$ cat src/rtl/supv_pkg.sv
package supv_pkg;

    typedef enum logic [1:0] {
        ST_BACKUP = 2'd0,
        ST_LOW    = 2'd1,
        ST_HOLD   = 2'd2,
        ST_RUN    = 2'd3
    } supv_state_t;

endpackage

$ cat src/rtl/supv_sync.sv
module supv_sync #(
    parameter int WIDTH = 3
) (
    input  logic             clk,
    input  logic             arst_n,
    input  logic [WIDTH-1:0] async_i,
    output logic [WIDTH-1:0] sync_o
);

    genvar g;
    generate
        for (g = 0; g < WIDTH; g++) begin : g_bit
            logic meta_q;
            logic safe_q;

            always_ff @(posedge clk or negedge arst_n) begin
                if (!arst_n) begin
                    meta_q <= 1'b0;
                    safe_q <= 1'b0;
                end else begin
                    meta_q <= async_i[g];
                    safe_q <= meta_q;
                end
            end

            assign sync_o[g] = safe_q;
        end
    endgenerate

endmodule

$ cat src/rtl/supv_hold_timer.sv
module supv_hold_timer #(
    parameter int LEN = 512
) (
    input  logic clk,
    input  logic arst_n,
    input  logic clr_i,
    input  logic tick_i,
    output logic done_o
);

    localparam int CW = (LEN > 2) ? $clog2(LEN) : 1;
    localparam logic [CW-1:0] LAST = CW'(LEN - 1);

    logic [CW-1:0] cnt_q;

    assign done_o = tick_i && (cnt_q == LAST) && !clr_i;

    always_ff @(posedge clk or negedge arst_n) begin
        if (!arst_n) begin
            cnt_q <= '0;
        end else if (clr_i || done_o) begin
            cnt_q <= '0;
        end else if (tick_i) begin
            cnt_q <= cnt_q + 1'b1;
        end
    end

    // ticks advance the count by exactly one
    p_tick_step_r3: assert property (@(posedge clk) disable iff (!arst_n)
        (!clr_i && tick_i && !done_o) |=> (cnt_q == $past(cnt_q) + 1'b1));

    // cycles without a tick leave the count alone
    p_no_tick_hold_r3: assert property (@(posedge clk) disable iff (!arst_n)
        (!clr_i && !tick_i) |=> $stable(cnt_q));

    // a clear request empties the count
    p_clear_r5: assert property (@(posedge clk) disable iff (!arst_n)
        clr_i |=> (cnt_q == '0));

endmodule

$ cat src/rtl/supv_seq_fsm.sv
module supv_seq_fsm
    import supv_pkg::*;
(
    input  logic clk,
    input  logic arst_n,
    input  logic ok_s_i,
    input  logic bat_s_i,
    input  logic pf_s_i,
    input  logic wd_i,
    input  logic ce_n_i,
    input  logic hold_done_i,
    output logic hold_clr_o,
    output logic rst_n_o,
    output logic rst_o,
    output logic lowline_n_o,
    output logic ce_n_o,
    output logic pfail_n_o,
    output logic on_bat_o
);

    supv_state_t st_q;
    supv_state_t st_d;
    logic        restart;
    logic        valid;

    assign valid = ok_s_i && bat_s_i;

    // next-state logic
    always_comb begin
        st_d    = st_q;
        restart = 1'b0;
        if (!bat_s_i) begin
            st_d = ST_BACKUP;                     // enter_backup
        end else if (!ok_s_i) begin
            st_d = ST_LOW;                        // drop_low
        end else begin
            unique case (st_q)
                ST_BACKUP, ST_LOW: st_d = ST_HOLD; // recover
                ST_HOLD: begin
                    if (wd_i) begin
                        restart = 1'b1;           // hold_restart
                    end else if (hold_done_i) begin
                        st_d = ST_RUN;            // release
                    end
                end
                ST_RUN: begin
                    if (wd_i) begin
                        st_d = ST_HOLD;           // wd_bite
                    end
                end
            endcase
        end
    end

    assign hold_clr_o = (st_q != ST_HOLD) || restart || !valid;

    // state register
    always_ff @(posedge clk or negedge arst_n) begin
        if (!arst_n) begin
            st_q <= ST_BACKUP;
        end else begin
            st_q <= st_d;
        end
    end

    // registered outputs
    always_ff @(posedge clk or negedge arst_n) begin
        if (!arst_n) begin
            rst_n_o     <= 1'b0;
            rst_o       <= 1'b1;
            lowline_n_o <= 1'b0;
            ce_n_o      <= 1'b1;
            pfail_n_o   <= 1'b0;
            on_bat_o    <= 1'b1;
        end else begin
            rst_n_o     <= (st_d == ST_RUN);
            rst_o       <= (st_d != ST_RUN);
            lowline_n_o <= valid;
            ce_n_o      <= valid ? ce_n_i : 1'b1;
            pfail_n_o   <= bat_s_i ? pf_s_i : 1'b0;
            on_bat_o    <= !bat_s_i;
        end
    end

    // loss of the battery margin always ends in BACKUP
    p_bat_first_r2: assert property (@(posedge clk) disable iff (!arst_n)
        !bat_s_i |=> (st_q == ST_BACKUP));

    // watchdog request while running starts the hold
    p_wd_restart_r4: assert property (@(posedge clk) disable iff (!arst_n)
        (st_q == ST_RUN && wd_i && valid) |=> (st_q == ST_HOLD && !rst_n_o));

    // RUN is only reached from HOLD
    p_run_entry_r3: assert property (@(posedge clk) disable iff (!arst_n)
        (st_q != ST_RUN && st_q != ST_HOLD) |=> (st_q != ST_RUN));

endmodule

$ cat src/rtl/supv_reset_seq.sv
module supv_reset_seq #(
    parameter int HOLD_SHORT = 512,
    parameter int HOLD_LONG  = 2048,
    parameter int HOLD_SEL   = 0
) (
    input  logic clk,
    input  logic arst_n,
    input  logic tick,
    input  logic sup_ok_i,
    input  logic sup_gt_bat_i,
    input  logic pf_ok_i,
    input  logic wd_req_i,
    input  logic ce_n_i,
    output logic rst_n_o,
    output logic rst_o,
    output logic lowline_n_o,
    output logic ce_n_o,
    output logic pfail_n_o,
    output logic on_bat_o
);

    localparam int HOLD_TICKS = (HOLD_SEL != 0) ? HOLD_LONG : HOLD_SHORT;
    localparam int N_CMP      = 3;

    logic [N_CMP-1:0] cmp_raw;
    logic [N_CMP-1:0] cmp_s;
    logic             hold_clr;
    logic             hold_done;

    assign cmp_raw = {pf_ok_i, sup_gt_bat_i, sup_ok_i};

    supv_sync #(.WIDTH(N_CMP)) u_sync (
        .clk     (clk),
        .arst_n  (arst_n),
        .async_i (cmp_raw),
        .sync_o  (cmp_s)
    );

    supv_hold_timer #(.LEN(HOLD_TICKS)) u_timer (
        .clk    (clk),
        .arst_n (arst_n),
        .clr_i  (hold_clr),
        .tick_i (tick),
        .done_o (hold_done)
    );

    supv_seq_fsm u_fsm (
        .clk         (clk),
        .arst_n      (arst_n),
        .ok_s_i      (cmp_s[0]),
        .bat_s_i     (cmp_s[1]),
        .pf_s_i      (cmp_s[2]),
        .wd_i        (wd_req_i),
        .ce_n_i      (ce_n_i),
        .hold_done_i (hold_done),
        .hold_clr_o  (hold_clr),
        .rst_n_o     (rst_n_o),
        .rst_o       (rst_o),
        .lowline_n_o (lowline_n_o),
        .ce_n_o      (ce_n_o),
        .pfail_n_o   (pfail_n_o),
        .on_bat_o    (on_bat_o)
    );

    // the two reset polarities never agree
    p_rst_cmpl_r7: assert property (@(posedge clk) disable iff (!arst_n)
        rst_o == !rst_n_o);

    // low line implies reset is asserted
    p_lowline_rst_r1: assert property (@(posedge clk) disable iff (!arst_n)
        !lowline_n_o |-> !rst_n_o);

    // invalid supply blocks the chip-enable
    p_ce_forced_r8: assert property (@(posedge clk) disable iff (!arst_n)
        !lowline_n_o |-> ce_n_o);

    // battery operation forces the warning
    p_pf_backup_r9: assert property (@(posedge clk) disable iff (!arst_n)
        on_bat_o |-> !pfail_n_o);

endmodule

$ cat config.mk
export PLATFORM = sky130hd
export DESIGN_NAME = supv_reset_seq
export DESIGN_NICKNAME = d
export VERILOG_FILES = /design/src/rtl/supv_pkg.sv /design/src/rtl/supv_sync.sv /design/src/rtl/supv_hold_timer.sv /design/src/rtl/supv_seq_fsm.sv /design/src/rtl/supv_reset_seq.sv
export SDC_FILE = /design/constraint.sdc
export NUM_CORES = 1
export LEC_CHECK = 0
export ABC_AREA = 1
export BUFFER_PORTS_ARGS = -buffer_cell sky130_fd_sc_hd__buf_2
export CORE_UTILIZATION = 42
export DETAILED_ROUTE_END_ITERATION = 7
export MAX_ROUTING_LAYER = met4
export SLEW_MARGIN = 10
export SYNTH_ARGS = -nofsm -noshare
export SYNTH_HDL_FRONTEND = slang
export SYNTH_SLANG_ARGS = --single-unit
$ cat constraint.sdc
create_clock -name clk -period 3.4 [get_ports clk]
set_input_delay 0.17 -clock clk [delete_from_list [all_inputs] [get_ports clk]]
set_output_delay 0.17 -clock clk [all_outputs]
set_load 0.02 [all_outputs]
==> results.cfg, run 1 <==
[sta]
finalSetupViolCount = 0
worst-slew-pin-transition_ns = 0.4888
slew_headroom_pct = 67.41
finalMaxSlewViolations = 0
layout_worst_path_cycle_share_pct = 51.87
rsz0062_at_grt = false
fin_tns_setup_ns = 0
fin_skew_ns = 0.01659
max_freq_mhz = 567.1
hold_viol = 0
period_needed_ns = 1.763
hold_ws_ns = 0.03430
fin_ws_ns = 1.637

[critical_path]
crit_cells = 12
reg2reg_from = u_timer.cnt_q[1]$_DFFE_PN0P_
critical_path_class = reg -> reg
critPathCaptureType = flop
critPathBufInv = 3
slowest_stage = dfrtp_1
max_stage_delay_ns = 0.39
r2r_end = u_fsm.st_q[0]$_DFF_PN0_
arrival_ns = 2.04
crit_family = simple AND/OR/NAND/NOR gates
r2r_setup_slack_ns = 1.64
path_max_fanout = 5
required_ns = 3.67
crit_chain = ha_1 -> inv_1 -> nor2_1 -> nand2_1 -> nor3_1 -> ha_1 -> nand2_1 -> inv_1 -> nand3_1 -> o211ai_1 -> nand2_1 -> inv_1
reg2regPathDepth = 12
critical_path.startpoint_type = flop

[detailed_routing]
post_drt_via_cell_ratio = 4.523
route.vias.total = 692
drc_errors = 0
routed_wl_mm = 1.509
drt-initial-drc-count = 3
wl_per_cell_um = 9.863
ant_nets = 0
drt-pass1-iter-count = 4

[global_route]
antenna_found_initial = 0
globalRouteOverflowTotal = 0
grt_pass1_wl_mm = 2.725
grt_pass1_vias = 636
track_usage_pct = 15.42
grt_start_max_net_pins = 24

[floorplanning]
row_count = 17
die-area_um2 = 2576
chipWidth_um = 50.76
io_pins = 14
fp.dieH_um = 50.76
initial_core_util_pct = 44.71
core-area_um2 = 2233

[min_path]
hold_depth = 2
worstHoldStart = ce_n_i
holdPathEnd = u_fsm.ce_n_o$_DFF_PN1_
hold_class = in -> reg

[yosys]
synth_top_area_share_pct = 50.13
synth_commonest_cells = nand2_1, dfrtp_1, inv_1
ys_async_sr_fraction_pct = 100.0
synthCells = 104
synth.area.top_cells = dfrtp_1, nand2_1, dfstp_2, inv_1, nand3_1
syn_nets = 114
yosysWarnings = 0
synth_enable_flop_cells = 0
synth_area_per_cell_um2 = 9.601
yosysTopAreaCell = dfrtp_1
yosys.cell_types.count = 21
synth_top_flop_cell = dfrtp_1
synth_seq_cells = 23
yosysMostFrequentCell = nand2_1
netlist_area_um2 = 998.5
ys_seq_area_share_pct = 58.02

[clock_network]
cts.htree.levels = 1
clockBufferDepth = 2
numCtsBuffers = 3
hold_buffers = 4
cts-root-buf = clkbuf_4
cts_tree = done
clkTransAtPathRegs_ns = 0.14
clock-sinks = 23
clk_latency_ns = 0.32
cts_setup_buffers = 0
cts_resized = 0

[finish]
nets = 136
fin_cells = 153
area_growth_pct = 17.04
antenna_cells = 0
drive_gt1_share_pct = 23.20

[placement]
dp_cells = 145
hpwl_mm = 1.079
place.gp.congestion = 0.7980
numPortBuffers = 13
dp_slack_ns = 1.622

[power]
clkPwrFrac_pct = 28.9
p_sw_mw = 0.1067
vdd_drop_max_uv = 228.7
swShare_pct = 23.99
p_int_mw = 0.3381
comb_power_share_pct = 6.8
leakagePower_nw = 0.5824
p_per_area_nw_per_um2 = 380.6
p_seq_share_pct = 64.3

[job]
drv_cap = 0

[status]
run_status = completed
[worst max path at each step]
stage                                            start                       to  slack, ns
after floorplan           u_timer.cnt_q[1]$_DFFE_PN0P_  u_fsm.st_q[0]$_DFF_PN0_       1.78
after global placement    u_timer.cnt_q[1]$_DFFE_PN0P_  u_fsm.st_q[0]$_DFF_PN0_       1.66
after detailed placement  u_timer.cnt_q[1]$_DFFE_PN0P_  u_fsm.st_q[0]$_DFF_PN0_       1.62
after CTS                 u_timer.cnt_q[1]$_DFFE_PN0P_  u_fsm.st_q[0]$_DFF_PN0_       1.61
after global routing      u_timer.cnt_q[1]$_DFFE_PN0P_  u_fsm.st_q[0]$_DFF_PN0_       1.34
final                     u_timer.cnt_q[1]$_DFFE_PN0P_  u_fsm.st_q[0]$_DFF_PN0_       1.64
[per-stage QoR]
step | area, um2 | power, mW | util [%]
2_1_floorplan | 998.5 | 0.3040 | -
3_3_place_gp | 1099 | 0.3178 | 49.19
3_5_place_dp | 1099 | 0.3188 | 49.19
4_1_cts | 1169 | 0.4521 | 52.32
5_1_grt | 1169 | 0.4688 | 52.32
6_report | 1169 | 0.4447 | 52.32
[layer usage]
layer / share of wire, % / vias to the layer above / GRT usage (%) / routed length (um)
met4: 2.3 / 0 / 8.333 / 34
met2: 45 / 15 / 22.00 / 681
met5: 0 / - / - / 0
met3: 3.3 / 4 / 4.545 / 50
met1: 49 / 308 / 19.61 / 743
li1: - / 365 / - / -
[cells by family (layout without fill, tap and decap cells)]
family,Yosys count,count (layout),synth area share (%)
buffers and inverters,17,38,6.391
flip-flops,23,23,58.02
AND/OR/NAND/NOR,54,54,28.20
AO/OA/AOI/OAI,8,8,4.887
adder cells (fa/ha/maj),2,2,2.506
[worst register-to-register path: stages, from the launching register on]
cell and delay, ns:
dfrtp_1 0.39, ha_1 0.24, inv_1 0.06, nor2_1 0.13
nand2_1 0.08, nor3_1 0.15, ha_1 0.17, nand2_1 0.06
inv_1 0.16, nand3_1 0.10, o211ai_1 0.08, nand2_1 0.07
inv_1 0.05
[layout make-up]
type / count / area (um2)
multi-input cells: 64 / 355.3
well taps: 28 / 35.03
flip-flops and latches: 23 / 579.3
fillers: 207 / 1065
inverters: 17 / 63.81
repair buffers: 17 / 105.1
clock inverters: 1 / 7.507
clock buffers: 3 / 22.52
[power by group through the flow]
| stage | clock (mW) | combinational (mW) | sequential [mW] |
|---|---|---|---|
| 2_1_floorplan | 0 | 0.0102 | 0.294 |
| 3_3_place_gp | 0 | 0.0273 | 0.291 |
| 3_5_place_dp | 0 | 0.0278 | 0.291 |
| 4_1_cts | 0.135 | 0.0312 | 0.286 |
| 5_1_grt | 0.148 | 0.0345 | 0.287 |
| 6_report | 0.129 | 0.0303 | 0.286 |
[cell usage in the layout (no fill, tap or decap)]
cell type and count:
nand2_1 27, dfrtp_1 20, inv_1 16, buf_2 13, nor2_1 9, nand3_1 8, dlygate4sd3_1 4, a21oi_1 3
clkbuf_4 3, dfstp_2 3, nand2_4 2, nor2_8 2, nor3_1 2, ha_1 2, nor2_4 1, o211ai_1 1
a211oi_1 1, or2_2 1, nand3_2 1, inv_2 1, nand4_1 1, o21ai_1 1, o21ai_2 1, o21ai_0 1
clkinvlp_4 1
[registers in the layout (all words and copies together), names as in the netlist]
name,count
u_timer.cnt_q,9
u_sync.g_bit.meta_q,3
u_sync.g_bit.safe_q,3
u_fsm.st_q,2
u_fsm.ce_n_o,1
u_fsm.lowline_n_o,1
u_fsm.on_bat_o,1
u_fsm.pfail_n_o,1
u_fsm.rst_n_o,1
u_fsm.rst_o,1
(Power assumes the default switching activity.)
==> inputs of run 2 (changes only) <==
Settings changed: ABC_AREA 1 to 0.
Clock period 3.4 ns to 1.7 ns, I/O delays scaled along.
==> run 2 against run 1 <==
  * The flow now finishes with violations (negative setup slack)
  * Die area fell by 7.3%
  * Synthesized cell count fell by 21%
  * First-iteration DRC count rose to 4.7 times the previous value
==> results.cfg, run 2 <==
[critical_path]
critPathCaptureType = flop
cp-startpoint = u_timer.cnt_q[1]$_DFFE_PN0P_
path_max_fanout = 4
crit_family = simple AND/OR/NAND/NOR gates
crit_chain = ha_2 -> nand3_2 -> nor3_2 -> ha_2 -> a21oi_2 -> or3b_4 -> nand2b_4
path_common_cell = ha_2
max_stage_delay_ns = 0.41
arrival_ns = 2.03
critical_path_class = reg -> reg
reg2reg_from = u_timer.cnt_q[1]$_DFFE_PN0P_
critPathBufInv = 0
critical_path.startpoint_type = flop
required_ns = 1.96
slowest_stage = or3b_4

[finish]
area_growth_pct = 31.07
largest_reg_flops = 9
antenna_cells = 0
max_flop_register = u_timer.cnt_q
mostFrequentLayoutCells = dfrtp_1, buf_2, buf_4
final_common_cell = dfrtp_1
finalInstanceArea_um2 = 1209
fin_cells = 137
reg_top3 = u_timer.cnt_q: 9 flops, u_sync.g_bit.meta_q: 3 flops, u_sync.g_bit.safe_q: 3 flops
drive_gt1_share_pct = 39.09
nets = 121

[sta]
period_needed_ns = 1.778
fin_skew_ns = 0.004854
finalMaxSlewViolations = 0
fin_ws_ns = -0.07753
rsz0062_at_grt = true
hold_viol = 0
worst-slew-pin-transition_ns = 0.4899
hold_ws_ns = 0.05267
layout_worst_path_cycle_share_pct = 104.6
slew_headroom_pct = 67.34
finalSetupViolCount = 6
fin_tns_setup_ns = -0.3264
max_freq_mhz = 562.6

[global_route]
grt_pass1_wl_mm = 3.015
grt_start_max_net_pins = 24
antenna_found_initial = 0
grt_pass1_vias = 685
globalRouteOverflowTotal = 0
track_usage_pct = 17.59

[detailed_routing]
post_drt_via_cell_ratio = 5.182
drt-pass1-iter-count = 4
drt-initial-drc-count = 14
ant_nets = 0
drc_errors = 0
route.vias.total = 710
routed_wl_mm = 1.788
wl_per_cell_um = 13.05

[floorplanning]
row_count = 16
chipWidth_um = 48.86
core-area_um2 = 2022
io_pins = 14
fp.dieH_um = 48.86
initial_core_util_pct = 45.61
die-area_um2 = 2387

[placement]
placed_area_um2 = 1095
place.gp.congestion = 0.9009
dp_cells = 126
dp_slack_ns = -0.06152
numPortBuffers = 13
hpwl_mm = 1.205

[yosys]
syn_nets = 92
synth_top_area_share_pct = 54.27
ys_seq_area_share_pct = 62.82
synth_seq_cells = 23
yosys.cell_types.count = 24
synth_commonest_cells = dfrtp_1, a21oi_1, nand2_1
synth_top_flop_cell = dfrtp_1
synth.area.top_cells = dfrtp_1, dfstp_2, a21oi_1, nand2_1, ha_1
yosysTopAreaCell = dfrtp_1
yosysWarnings = 0
yosysMostFrequentCell = dfrtp_1
synth_enable_flop_cells = 0
netlist_area_um2 = 922.1
synth_area_per_cell_um2 = 11.25
synthCells = 82
ys_async_sr_fraction_pct = 100.0

[power]
p_per_area_nw_per_um2 = 723.3
leakagePower_nw = 0.5229
vdd_drop_max_uv = 631.6

[status]
violations = negative setup slack
run_status = finished, violations left

[min_path]
worstHoldStart = wd_req_i
hold_class = in -> reg

[clock_network]
clkTransAtPathRegs_ns = 0.12
cts-root-buf = clkbuf_4
clk_latency_ns = 0.31
cts.htree.levels = 1
numCtsBuffers = 3
clock-sinks = 23
cts_tree = done
clockBufferDepth = 2

[job]
drv_cap = 0
[run 2: cell types whose count changed after synthesis, moves of 3 or more]
cell      delta
nand2_1     -19
nand3_1      -5
nand2b_1     +3
a21oi_1      +8
nor2_1       -7
inv_1       -11
[run 2: cells by family (layout without fill, tap and decap cells)]
logic type               after synthesis  count (layout)  share of synthesized area, %
AND/OR/NAND/NOR                       30              30                         19.13
flip-flops                            23              23                         62.82
adder cells (fa/ha/maj)                2               2                         2.713
AO/OA/AOI/OAI                         19              19                         11.67
buffers and inverters                  8              36                         3.663
[run 2: area by class of cell]
type                    instances  area (um2)
flip-flops and latches         23       579.3
fillers                       182       813.3
clock inverters                 1       5.005
clock buffers                   3       22.52
well taps                      27       33.78
repair buffers                 27       182.7
multi-input cells              51       366.6
inverters                       5       18.77
[run 2: layer usage]
| layer | wire, um | GRT usage, % | share of wire (%) |
|---|---|---|---|
| met2 | 857 | 28.24 | 48 |
| met1 | 848 | 21.00 | 47 |
| met3 | 43 | 3.738 | 2.4 |
| met4 | 39 | 8.824 | 2.2 |
| met5 | 0 | - | 0 |
[run 2: metrics by stage]
| stage | power (mW) | utilization [%] |
|---|---|---|
| after CTS | 0.8895 | 58.91 |
| after floorplan | 0.6032 | - |
| final | 0.8743 | 59.78 |
| after global placement | 0.6287 | 54.15 |
| after global routing | 0.9186 | 59.78 |
| after detailed placement | 0.6302 | 54.15 |
[run 2: report_power, final]
| group | total (mW) | switching (mW) | internal [mW] | leakage (nW) |
|---|---|---|---|---|
| clock | 0.246 | 0.158 | 0.0878 | 0.0177 |
| sequential | 0.568 | 0.00507 | 0.563 | 0.293 |
| combinational | 0.0602 | 0.0362 | 0.0240 | 0.212 |
[run 2: worst min-delay path: cells and delay by family]
family,cells,cell delay [ns]
buffers and inverters,1,0.08
AND/OR/NAND/NOR,2,0.17
[run 2: repair_timing]
action | in CTS | in global routing
endpoints found under the hold margin | 24 | 0
setup endpoints to repair | 8 | 10
pin swaps | 7 | 2
gates resized for setup | 1 | 6
buffers inserted | 2 | 0
hold buffers | 5 | 0
[run 2: worst paths after layout]
kind	cells past startpoint	slack [ns]	end
max	7	-0.08	u_fsm.rst_o$_DFF_PN1_
min	3	0.05	u_fsm.rst_n_o$_DFF_PN0_
max reg2reg	7	-0.08	u_fsm.rst_o$_DFF_PN1_
min reg2reg	0	0.36	u_sync.g_bit[1].safe_q$_DFF_PN0_
max in group asynchronous	2	1.09	u_fsm.on_bat_o$_DFF_PN1_
min in group asynchronous	2	0.25	u_timer.cnt_q[7]$_DFFE_PN0P_
==> inputs of run 3 (changes only) <==
Settings changed: CORE_UTILIZATION 42 to 45, PLACE_DENSITY set to 0.65.
==> run 3 against run 2 <==
  * The flow still finishes with violations (negative setup slack)
  * Cell count grew 1.5%
  * Largest cell class unchanged
  * Global-route usage increased by 4.8 points
  * Sequential cell count is the same
  * Core utilization grew 4.1 points
  * Critical path depth unchanged
  * Clock power increased by 8.1%
  * Count of clock-buffer cells in the layout unchanged
  * Maximum frequency decreased by 1.9%
  * First-iteration DRC count increased by 7.1%
  * Critical path type unchanged
==> results.cfg, run 3 (synthesis gave the netlist of run 2 again) <==
[detailed_routing]
ant_nets = 0
wl_per_cell_um = 14.63
drc_errors = 0
route.vias.total = 721
drt-pass1-iter-count = 4
drt-initial-drc-count = 15
routed_wl_mm = 2.033
post_drt_via_cell_ratio = 5.187

[clock_network]
clk_latency_ns = 0.32
cts-root-buf = clkbuf_4
clock-sinks = 23
numCtsBuffers = 3
cts.htree.levels = 1
clkTransAtPathRegs_ns = 0.13
cts_tree = done
clockBufferDepth = 2

[finish]
max_flop_register = u_timer.cnt_q
nets = 123
drive_gt1_share_pct = 39.29
largest_reg_flops = 9
area_growth_pct = 34.46
final_common_cell = dfrtp_1
final_util_pct = 63.85
antenna_cells = 0
mostFrequentLayoutCells = dfrtp_1, buf_2, buf_4
reg_top3 = u_timer.cnt_q: 9 flops, u_sync.g_bit.meta_q: 3 flops, u_sync.g_bit.safe_q: 3 flops

[sta]
worst-slew-pin-transition_ns = 0.4865
fin_tns_setup_ns = -0.3672
finalMaxSlewViolations = 0
fin_ws_ns = -0.1123
hold_viol = 0
period_needed_ns = 1.812
rsz0062_at_grt = true
max_freq_mhz = 551.8
slew_headroom_pct = 67.57
hold_ws_ns = 0.06016
fin_skew_ns = 0.005769
finalSetupViolCount = 6
layout_worst_path_cycle_share_pct = 106.6

[critical_path]
critPathCaptureType = flop
path_max_fanout = 6
crit_family = simple AND/OR/NAND/NOR gates
critical_path_class = reg -> reg
slowest_stage = or4b_4
max_stage_delay_ns = 0.49
crit_chain = ha_4 -> nand3_4 -> nor3_2 -> ha_2 -> nand2b_4 -> or4b_4 -> a21oi_2
critPathBufInv = 0
required_ns = 1.96
arrival_ns = 2.07
critical_path.startpoint_type = flop

[placement]
dp_slack_ns = -0.07086
hpwl_mm = 1.218
numPortBuffers = 13
place.gp.congestion = 0.9108

[power]
leakagePower_nw = 0.5314
vdd_drop_max_uv = 622.2
p_per_area_nw_per_um2 = 723.9

[global_route]
track_usage_pct = 22.36
grt_pass1_vias = 705
antenna_found_initial = 0
grt_pass1_wl_mm = 3.187
grt_start_max_net_pins = 24
globalRouteOverflowTotal = 0

[floorplanning]
row_count = 16
chipWidth_um = 47.27
core-area_um2 = 1942
io_pins = 14
fp.dieH_um = 47.27
initial_core_util_pct = 47.49
die-area_um2 = 2234

[job]
drv_cap = 0

[status]
run_status = finished, violations left
violations = negative setup slack

[min_path]
hold_class = in -> reg
[run 3: layout make-up]
type | instances | area [um2]
timing repair buffer | 29 | 197.7
inverter | 5 | 18.77
clock inverter | 1 | 7.507
clock buffer | 3 | 22.52
fill | 156 | 701.9
tap | 27 | 33.78
sequential | 23 | 579.3
multi-input combinational | 51 | 380.4
[run 3: where the power goes]
group	switching [mW]	total [mW]	internal, mW
Combinational	0.0377	0.0623	0.0246
Sequential	0.00599	0.569	0.563
Clock	0.176	0.266	0.0900
Total	0.219	0.898	0.678
[run 3: routing by layer]
| layer | part of all wire, % | global-route usage (%) | wire length [um] |
|---|---|---|---|
| met3 | 2.3 | 5.000 | 46 |
| met2 | 51 | 33.15 | 1044 |
| met1 | 44 | 26.94 | 898 |
| met4 | 2.2 | 14.86 | 44 |
| met5 | 0 | - | 0 |
[run 3: what timing repair did]
action / CTS / global route
hold buffers: 5 / 0
endpoints found under the setup margin: 9 / 9
buffers inserted: 3 / 1
pin swaps: 5 / 6
endpoints found under the hold margin: 24 / 0
gates resized for setup: 4 / 6
[run 3: path summary, 6_finish.rpt]
path / cells past startpoint / slack, ns / startpoint / endpoint
max: 7 / -0.11 / u_timer.cnt_q[1]$_DFFE_PN0P_ / u_timer.cnt_q[5]$_DFFE_PN0P_
min: 3 / 0.06 / wd_req_i / u_fsm.rst_n_o$_DFF_PN0_
max reg2reg: 7 / -0.11 / u_timer.cnt_q[1]$_DFFE_PN0P_ / u_timer.cnt_q[5]$_DFFE_PN0P_
min reg2reg: 0 / 0.37 / u_sync.g_bit[1].meta_q$_DFF_PN0_ / u_sync.g_bit[1].safe_q$_DFF_PN0_
max in group asynchronous: 2 / 1.11 / arst_n / u_fsm.on_bat_o$_DFF_PN1_
min in group asynchronous: 2 / 0.24 / arst_n / u_fsm.pfail_n_o$_DFF_PN0_
[run 3: metrics by stage]
stage,std cells,cell area [um2],power (mW)
after floorplan,82,967.2,0.6032
after global placement,126,1095,0.6289
after global routing,139,1240,0.9358
after CTS,138,1221,0.9045
after detailed placement,126,1095,0.6315
final,139,1240,0.8975
[run 3: worst min-delay path: stages]
cell,delay (ns)
buf_2,0.09
or3b_4,0.14
nor2_1,0.04
